$ cat src/rtl/phase_pick.sv
module phase_pick #(
  parameter int HDR_LEN = 3,
  parameter logic [HDR_LEN-1:0] HDR_PAT = 3'b010
) (
  input  logic       clk,
  input  logic       rst_n,
  input  logic       frm_go,
  input  logic [2:0] ph_stb,
  input  logic       sdat,
  input  logic       hdr_done,
  output logic [1:0] sel,
  output logic       lock,
  output logic       fwd_vld,
  output logic       fwd_dat
);
  localparam int NPH = 3;
  localparam int CW = $clog2(HDR_LEN + 1);
  localparam logic [1:0] NONE = 2'd3;

  logic [NPH-1:0] pass;
  logic [1:0]     pick;

  for (genvar i = 0; i < NPH; i++) begin : g_ph
    logic [HDR_LEN-1:0] rec;
    logic [CW-1:0]      cnt;
    always_ff @(posedge clk or negedge rst_n) begin
      if (!rst_n) begin
        rec <= '0;
        cnt <= '0;
      end else if (frm_go) begin
        rec <= '0;
        cnt <= '0;
      end else if (ph_stb[i] && cnt != CW'(HDR_LEN)) begin
        rec <= {rec[HDR_LEN-2:0], sdat};
        cnt <= cnt + 1'b1;
      end
    end
    assign pass[i] = (cnt == CW'(HDR_LEN)) && (rec == HDR_PAT);
  end

  always_comb begin
    case (pass)
      3'b001:  pick = 2'd0;
      3'b010:  pick = 2'd1;
      3'b100:  pick = 2'd2;
      3'b011:  pick = 2'd1;
      3'b110:  pick = 2'd2;
      3'b101:  pick = 2'd0;
      3'b111:  pick = 2'd1;
      default: pick = NONE;
    endcase
  end

  wire [3:0] stb4 = {1'b0, ph_stb};

  always_ff @(posedge clk or negedge rst_n) begin
    if (!rst_n) begin
      sel     <= NONE;
      lock    <= 1'b0;
      fwd_vld <= 1'b0;
      fwd_dat <= 1'b0;
    end else begin
      if (hdr_done) begin
        sel  <= pick;
        lock <= (pick != NONE) && (pick == sel);
      end
      fwd_vld <= stb4[sel];
      fwd_dat <= sdat;
    end
  end
endmodule

$ cat config.mk
export PLATFORM = sky130hd
export DESIGN_NAME = phase_pick
export DESIGN_NICKNAME = d
export VERILOG_FILES = /design/src/rtl/phase_pick.sv
export SDC_FILE = /design/constraint.sdc
export NUM_CORES = 1
export LEC_CHECK = 0
export ABC_AREA = 1
export BUFFER_PORTS_ARGS = -buffer_cell sky130_fd_sc_hd__clkbuf_2
export CAP_MARGIN = 20
export CORE_ASPECT_RATIO = 0.7
export CORE_UTILIZATION = 35
export CTS_CLUSTER_DIAMETER = 80
export DETAILED_ROUTE_END_ITERATION = 8
export PLACE_DENSITY = 0.65
export SYNTH_ARGS = -nofsm -noshare
export SYNTH_HDL_FRONTEND = slang
export SYNTH_SLANG_ARGS = --single-unit
$ cat constraint.sdc
create_clock -name clk -period 1.3 [get_ports clk]
set_clock_uncertainty 0.2 [all_clocks]
set_input_delay 0.065 -clock clk [delete_from_list [all_inputs] [get_ports clk]]
set_output_delay 0.065 -clock clk [all_outputs]
set_load 0.01 [all_outputs]
==> metrics.csv, run 1 <==
metric,value,unit
final_util,52.35,%
layout_common_cells,"inv_1 (20), dfrtp_1 (18), nand2_2 (13), clkbuf_2 (12), nand3_1 (11)",
grt-ovfl-total,0,
antenna_cells,0,
hpwl,1.511,mm
viasPerCell,4.765,
vias,853,
holdWs,-0.1417,ns
ioPinCount,13,
slew_headroom,65.43,%
ant_nets,0,
ctsHoldBuffers,5,
hold_viol,3,
die_w,64.91,um
r2r_cells,8,
timing.fmax,708.5,MHz
post-route-period-util,108.6,%
die_area,0.002988,mm^2
wire_per_inst,12.27,um
grt_usage,16.89,%
required,1.26,ns
area_growth,36.77,%
maxCapViolations,0,
cts_root_buffer,clkbuf_8,
total_power,1.356,mW
fp.dieH,46.04,um
start_kind,flop,
finalWeightedCongestion,0.7868,
critical_path.startpoint,g_ph[2].cnt[0]$_DFFE_PN0P_,
worst_r2r_endpoint,lock$_DFFE_PN0P_,
clockBufferDepth,2,
design_area,0.001326,mm^2
crit_fanout,3,
grt_max_degree,21,
cts.sinks,20,
nets,157,
core_area,0.002534,mm^2
cts_buffers,3,
wirelength,2.196,mm
antenna_found_initial,0,
synthCells,119,
floorplan.initialDensity,38.27,%
vdd_drop_max,0.0006698,V
final_common_cell,inv_1,
syn_nets,130,
cellLeakagePower,0.6781,nW
cts_max_level,1,
timing.hold.worst.class,input port to flop,
cp-end-kind,flop,
cts_tree,done,
synth.yosys.seq_area_share,51.87,%
grt_pass1_wl,3.608,mm
cp-endpoint,lock$_DFFE_PN0P_,
power.density,1023,mW/mm^2
place_area,0.001110,mm^2
drc,0,
slew_violations,0,
status,"complete, but fails checks",
path_clk_slew,0.07,ns
grt_pass1_vias,809,
worst_slack,-0.1114,ns
insertion_delay,0.26,ns
ys_types,17,
netlist_area,969.7,um^2
seqCellArea,503.0,um^2
synth_seq_cells,20,
worst_pin_slew,0.5186,ns
portBuffers,12,
multi_input_area,480.5,um^2
layout-drive-gt1-share,38.62,%
worst-r2r-setup-slack,-0.11,ns
avgSynthCellArea,8.149,um^2
rsz0062_at_grt,yes,
nFillCells,238,
path_class,flop to flop,
drt-pass1-iter-count,4,
rr_startpoint,g_ph[2].cnt[0]$_DFFE_PN0P_,
ys_warn_count,0,
violations,"hold timing, setup timing",
setup_viol,3,
critPathArrivalTime,1.38,ns
post-route-min-period,1.411,ns
rows,15,
drt_iter0_drc,17,
-- logic make-up after synthesis --
group | count (synthesis) | synth area share [%]
buffers and inverters | 25 | 9.805
AND/OR/NAND/NOR | 51 | 22.45
adder cells (fa/ha/maj) | 3 | 3.871
multiplexers | 1 | 1.032
flip-flops | 20 | 51.87
AO/OA/AOI/OAI | 19 | 10.97
-- layer usage --
metal / vias up / GRT usage (%) / share of wire [%]
met4: 0 / 8.000 / 1.5
met3: 5 / 4.500 / 5.0
li1: 429 / - / -
met1: 402 / 22.95 / 50
met5: - / 0 / 0
met2: 17 / 25.21 / 44
-- per-stage QoR --
step / setup WS (ns) / TNS (ns) / std cells
final: -0.1114 / -0.1550 / 179
after global routing: -0.1836 / -0.9278 / 179
after CTS: -0.08772 / -0.3396 / 177
after detailed placement: -0.1154 / -0.3389 / 168
after global placement: -0.09309 / -0.1163 / 168
after floorplan: -0.02105 / -0.02105 / 119
-- critical path, stage by stage, from the launching register on --
cell	delay, ns
dfrtp_1	0.41
ha_4	0.20
nand2_2	0.06
nor2_1	0.13
nand2_2	0.08
nand3_1	0.08
nand2_2	0.06
nand3_2	0.06
nand2_1	0.05
-- registers in the layout, indices dropped and copies added, names as in the netlist --
name / cells
sel: 2
fwd_dat: 1
g_ph.cnt: 6
lock: 1
g_ph.rec: 9
fwd_vld: 1
-- cell usage after synthesis, drive strengths merged --
cell type	count	area, um^2
dfstp	2	52.55
ha	3	37.54
dfrtp	18	450.4
a21oi	1	5.000
buf	1	5.000
o31ai	3	22.52
nor2	12	50.05
mux2i	1	10.01
nand3	15	75.07
a31oi	1	6.260
o22ai	2	12.51
nand2	24	92.59
inv	24	90.08
o21ai	12	60.06
-- cell type report --
class | instances | area share, %
Sequential cell | 20 | 37.92
Multi-Input combinational cell | 74 | 36.23
Timing Repair Buffer | 23 | 11.70
Inverter | 24 | 6.792
Clock buffer | 4 | 4.151
Tap cell | 34 | 3.208
-- report_power, final --
| part | internal (mW) | switching [mW] | total [mW] |
|---|---|---|---|
| clock network | 0.270 | 0.211 | 0.481 |
| logic | 0.0824 | 0.112 | 0.194 |
| registers | 0.657 | 0.0240 | 0.681 |
| total | 1.01 | 0.347 | 1.36 |
-- worst min-delay path by stage --
stage / startpoint / to / slack (ns) / cells past startpoint
after floorplan: rst_n / fwd_dat$_DFF_PN0_ / -0.43 / 0
after global routing: hdr_done / sel[0]$_DFFE_PN1P_ / -0.13 / 2
after detailed placement: rst_n / g_ph[0].cnt[0]$_DFFE_PN0P_ / -0.14 / 1
after global placement: rst_n / g_ph[0].cnt[0]$_DFFE_PN0P_ / -0.14 / 1
after CTS: hdr_done / sel[1]$_DFFE_PN1P_ / -0.17 / 2
final: hdr_done / sel[1]$_DFFE_PN1P_ / -0.14 / 2
-- timing repair --
action	4_1_cts	5_1_grt
pin swaps	9	16
setup buffers	0	2
gates resized for setup	9	22
endpoints found under the hold margin	30	3
endpoints found under the setup margin	13	18
No activity file was read; power rests on OpenSTA's default activity.
==> run 2, diff against run 1 <==
- CORE_ASPECT_RATIO: 0.7 -> 0.75
==> metrics.csv, run 2 (same netlist as run 1, synthesis figures left out) <==
metric,value,unit
final_common_cell,inv_1,
slew_headroom,66.75,%
grt_pass1_wl,3.339,mm
required,1.28,ns
power.density,984.9,mW/mm^2
hp-start,hdr_done,
cts_buffers,3,
worst_r2r_endpoint,g_ph[2].rec[2]$_DFFE_PN0P_,
timing.fmax,702.9,MHz
holdWs,-0.1546,ns
start_kind,flop,
antenna_cells,0,
cts_root_buffer,clkbuf_8,
hpwl,1.513,mm
status,"complete, but fails checks",
post-place-cells,171,
drc,0,
hold_viol,3,
nets,159,
crit_buf_inv,1,
cts_max_level,1,
critPathArrivalTime,1.40,ns
design_area,0.001401,mm^2
cp_cell_sequence,ha_4 > buf_6 > nor2_4 > nand2_2 > o22ai_1,
worst_pin_slew,0.4987,ns
die_area,0.002987,mm^2
grt_usage,15.80,%
rsz0062_at_grt,yes,
grt_max_degree,21,
path_clk_slew,0.07,ns
crit_fanout,3,
antenna_found_initial,0,
nFillCells,246,
multi_input_area,524.3,um^2
area_growth,44.52,%
ant_nets,0,
die_w,62.78,um
vdd_drop_max,0.0005631,V
tns,-0.4155,ns
core_area,0.002623,mm^2
crit_path_max_incr_delay,0.41,ns
cp-end-kind,flop,
hold_end,sel[0]$_DFFE_PN1P_,
insertion_delay,0.26,ns
largest_register,g_ph.rec,
ioPinCount,13,
worst-r2r-setup-slack,-0.12,ns
rows,16,
seqCellArea,503.0,um^2
clockBufferDepth,2,
slew_violations,0,
drt-pass1-iter-count,4,
maxCapViolations,0,
largest_registers,"g_ph.rec (9), g_ph.cnt (6), sel (2)",
post-route-period-util,109.4,%
timing.hold.worst.class,input port to flop,
cts.sinks,20,
fp.dieH,47.59,um
violations,"hold timing, setup timing",
rr_startpoint,g_ph[2].cnt[0]$_DFFE_PN0P_,
grt-ovfl-total,0,
hold_path_depth,2,
ctsHoldBuffers,6,
grt_pass1_vias,737,
post-route-min-period,1.423,ns
total_power,1.380,mW
cpLargestDelayFamily,flip-flops,
wire_per_inst,12.36,um
floorplan.initialDensity,36.98,%
portBuffers,12,
largest_register_ff_count,9,
drt_iter0_drc,30,
finalWeightedCongestion,0.7846,
layout_common_cells,"inv_1 (19), dfrtp_1 (18), nand3_1 (12), nand2_1 (12), clkbuf_2 (12)",
layout-drive-gt1-share,39.46,%
setup_viol,9,
worst_slack,-0.1226,ns
fin_cells,183,
cp_slowest_cell,dfrtp_1,
vias,880,
cellLeakagePower,0.7120,nW
path_class,flop to flop,
cts_tree,done,
r2r_cells,5,
wirelength,2.262,mm
viasPerCell,4.809,
place_area,0.001120,mm^2
run 2: what timing repair did:
action / 4_1_cts / 5_1_grt
hold endpoints to repair: 30 / 3
pin swaps: 12 / 6
setup endpoints to repair: 15 / 15
gates resized for setup: 22 / 23
buffers inserted: 0 / 2
run 2: layout make-up:
| class | instances | area share, % |
|---|---|---|
| clock buffer | 4 | 3.929 |
| inverter | 24 | 6.429 |
| multi-input combinational | 74 | 37.41 |
| sequential | 20 | 35.89 |
| tap | 36 | 3.214 |
| timing repair buffer | 25 | 13.13 |
run 2: power breakdown:
| part | internal [mW] | switching, mW | total, mW | leakage [nW] |
|---|---|---|---|---|
| clock network | 0.270 | 0.206 | 0.476 | 0.0288 |
| registers | 0.657 | 0.0286 | 0.685 | 0.262 |
| logic | 0.0981 | 0.121 | 0.219 | 0.421 |
run 2: how the worst max path moves through the flow:
stage / start / endpoint / slack, ns / cells after the start
2_1_floorplan: g_ph[1].cnt[0]$_DFFE_PN0P_ / lock$_DFFE_PN0P_ / -0.02 / 9
3_3_place_gp: g_ph[1].cnt[0]$_DFFE_PN0P_ / lock$_DFFE_PN0P_ / -0.09 / 8
3_5_place_dp: g_ph[1].cnt[0]$_DFFE_PN0P_ / lock$_DFFE_PN0P_ / -0.12 / 8
4_1_cts: g_ph[0].cnt[0]$_DFFE_PN0P_ / lock$_DFFE_PN0P_ / -0.09 / 9
5_1_grt: g_ph[0].cnt[0]$_DFFE_PN0P_ / lock$_DFFE_PN0P_ / -0.19 / 10
6_report: g_ph[2].cnt[0]$_DFFE_PN0P_ / g_ph[2].rec[2]$_DFFE_PN0P_ / -0.12 / 5
run 2: stage by stage:
stage	worst slack [ns]	utilization (%)
3_5_place_dp	-0.1250	42.70
6_report	-0.1226	53.44
4_1_cts	-0.08753	50.00
3_3_place_gp	-0.09322	42.70
2_1_floorplan	-0.02105	-
5_1_grt	-0.1876	53.44
run 2: layer usage:
metal / vias up / GRT usage, % / wire length [um]
met2: 15 / 26.74 / 1120
met3: 2 / 5.000 / 98
met1: 426 / 19.38 / 1026
li1: 437 / - / -
met5: - / 0 / 0
met4: 0 / 6.977 / 17
==> run 3, diff against run 2 <==
- PLACE_DENSITY: 0.65 -> not set
==> metrics.csv, run 3 (same netlist as run 1, synthesis figures left out) <==
metric,value,unit
power.density,961.8,mW/mm^2
required,1.29,ns
crit_path_max_incr_delay,0.41,ns
area_growth,47.87,%
post-place-cells,173,
timing.fmax,699.4,MHz
insertion_delay,0.25,ns
layout_common_cells,"inv_1 (18), dfrtp_1 (18), nand3_1 (12), nand2_2 (12), clkbuf_2 (12)",
timing.hold.worst.class,input port to flop,
core_area,0.002623,mm^2
crit_buf_inv,1,
status,"complete, but fails checks",
hold_viol,3,
post-route-min-period,1.430,ns
post-route-period-util,110.0,%
cp_slowest_cell,dfrtp_1,
slew_headroom,66.88,%
wirelength,2.177,mm
switching_share,25.10,%
largest_registers,"g_ph.rec (9), g_ph.cnt (6), sel (2)",
rows,16,
ctsHoldBuffers,7,
wire_per_inst,11.46,um
fin_cells,190,
cpLargestDelayFamily,flip-flops,
setup_viol,7,
fp.dieH,47.59,um
crit_fanout,3,
clockBufferDepth,2,
floorplan.initialDensity,36.98,%
die_area,0.002987,mm^2
drt-pass1-iter-count,4,
nFillCells,236,
cts_max_level,1,
cp_cell_sequence,ha_4 > nand2_4 > nor2_4 > nand2_2 > buf_4 > nand3_1 > o21ai_0,
cellLeakagePower,0.7502,nW
worst_pin_slew,0.4968,ns
ant_nets,0,
grt_pass1_vias,744,
cts_tree,done,
ioPinCount,13,
die_w,62.78,um
pwr-share-comb,16.1,%
critPathArrivalTime,1.42,ns
slew_violations,0,
worst_slack,-0.1299,ns
hpwl,1.469,mm
layout-drive-gt1-share,43.51,%
antenna_cells,0,
portBuffers,12,
start_kind,flop,
cts_root_buffer,clkbuf_8,
antenna_found_initial,0,
violations,"hold timing, setup timing",
cts_buffers,3,
p_sw,346.2,uW
grt_max_degree,21,
cp-end-kind,flop,
largest_register_ff_count,9,
vias,893,
grt-ovfl-total,0,
viasPerCell,4.700,
vdd_drop_max,0.0007441,V
cts.sinks,20,
p_int,1.033,mW
drt_iter0_drc,40,
tns,-0.5296,ns
finalWeightedCongestion,0.7300,
final_util,54.68,%
holdWs,-0.1641,ns
drc,0,
grt_pass1_wl,3.263,mm
power_frac_seq,49.6,%
power.share.clock,34.3,%
grt_usage,15.03,%
rsz0062_at_grt,yes,
largest_register,g_ph.rec,
nets,166,
maxCapViolations,0,
path_class,flop to flop,
path_clk_slew,0.07,ns
[run 3: cell types whose count changed in the layout (fill, tap and decap cells not counted), sizes merged]
cell,before,now
buf,7,13
dlygate4sd3,6,7
[run 3: power groups by stage]
stage | Sequential (mW) | Clock, mW | Combinational [mW]
floorplan | 0.687 | 0 | 0.0823
global placement | 0.687 | 0 | 0.153
detailed placement | 0.689 | 0 | 0.156
CTS | 0.677 | 0.485 | 0.178
global route | 0.687 | 0.518 | 0.251
finish | 0.684 | 0.473 | 0.222
[run 3: cell type report]
| type | instances | area (um^2) | area share (%) |
|---|---|---|---|
| sequential | 20 | 503.0 | 35.08 |
| multi-input combinational | 74 | 505.5 | 35.25 |
| clock buffer | 4 | 55.05 | 3.839 |
| tap | 36 | 45.04 | 3.141 |
| timing repair buffer | 32 | 235.2 | 16.40 |
| inverter | 24 | 90.09 | 6.283 |
[run 3: final timing paths]
| kind | cells after the start | end | slack (ns) | startpoint |
|---|---|---|---|---|
| hold reg to reg | 2 | lock$_DFFE_PN0P_ | 0.28 | lock$_DFFE_PN0P_ |
| max in group asynchronous | 2 | sel[0]$_DFFE_PN1P_ | 0.45 | rst_n |
| setup reg to reg | 7 | sel[1]$_DFFE_PN1P_ | -0.13 | g_ph[1].cnt[0]$_DFFE_PN0P_ |
| hold / removal | 2 | sel[1]$_DFFE_PN1P_ | -0.16 | hdr_done |
| min in group asynchronous | 2 | g_ph[1].rec[0]$_DFFE_PN0P_ | 0.10 | rst_n |
| setup / recovery | 7 | sel[1]$_DFFE_PN1P_ | -0.13 | g_ph[1].cnt[0]$_DFFE_PN0P_ |
[run 3: through the flow]
step	instance area [um^2]	power [mW]	worst slack, ns
floorplan	982.2	0.7695	-0.02105
global placement	1135	0.8403	-0.09977
detailed placement	1135	0.8448	-0.1411
CTS	1295	1.340	-0.09814
global route	1434	1.456	-0.1887
finish	1434	1.379	-0.1299
[run 3: timing repair]
action	in CTS	in global routing
resized for setup	13	32
cloned	0	0
endpoints found under the hold margin	30	3
pin swaps	7	10
buffers inserted	0	6
setup endpoints to repair	10	18
[run 3: per-layer routing]
metal / GRT usage (%) / routed length (um)
met5: 0 / 0
met4: 7.442 / 38
met2: 23.91 / 993
met1: 19.01 / 1075
met3: 5.000 / 70
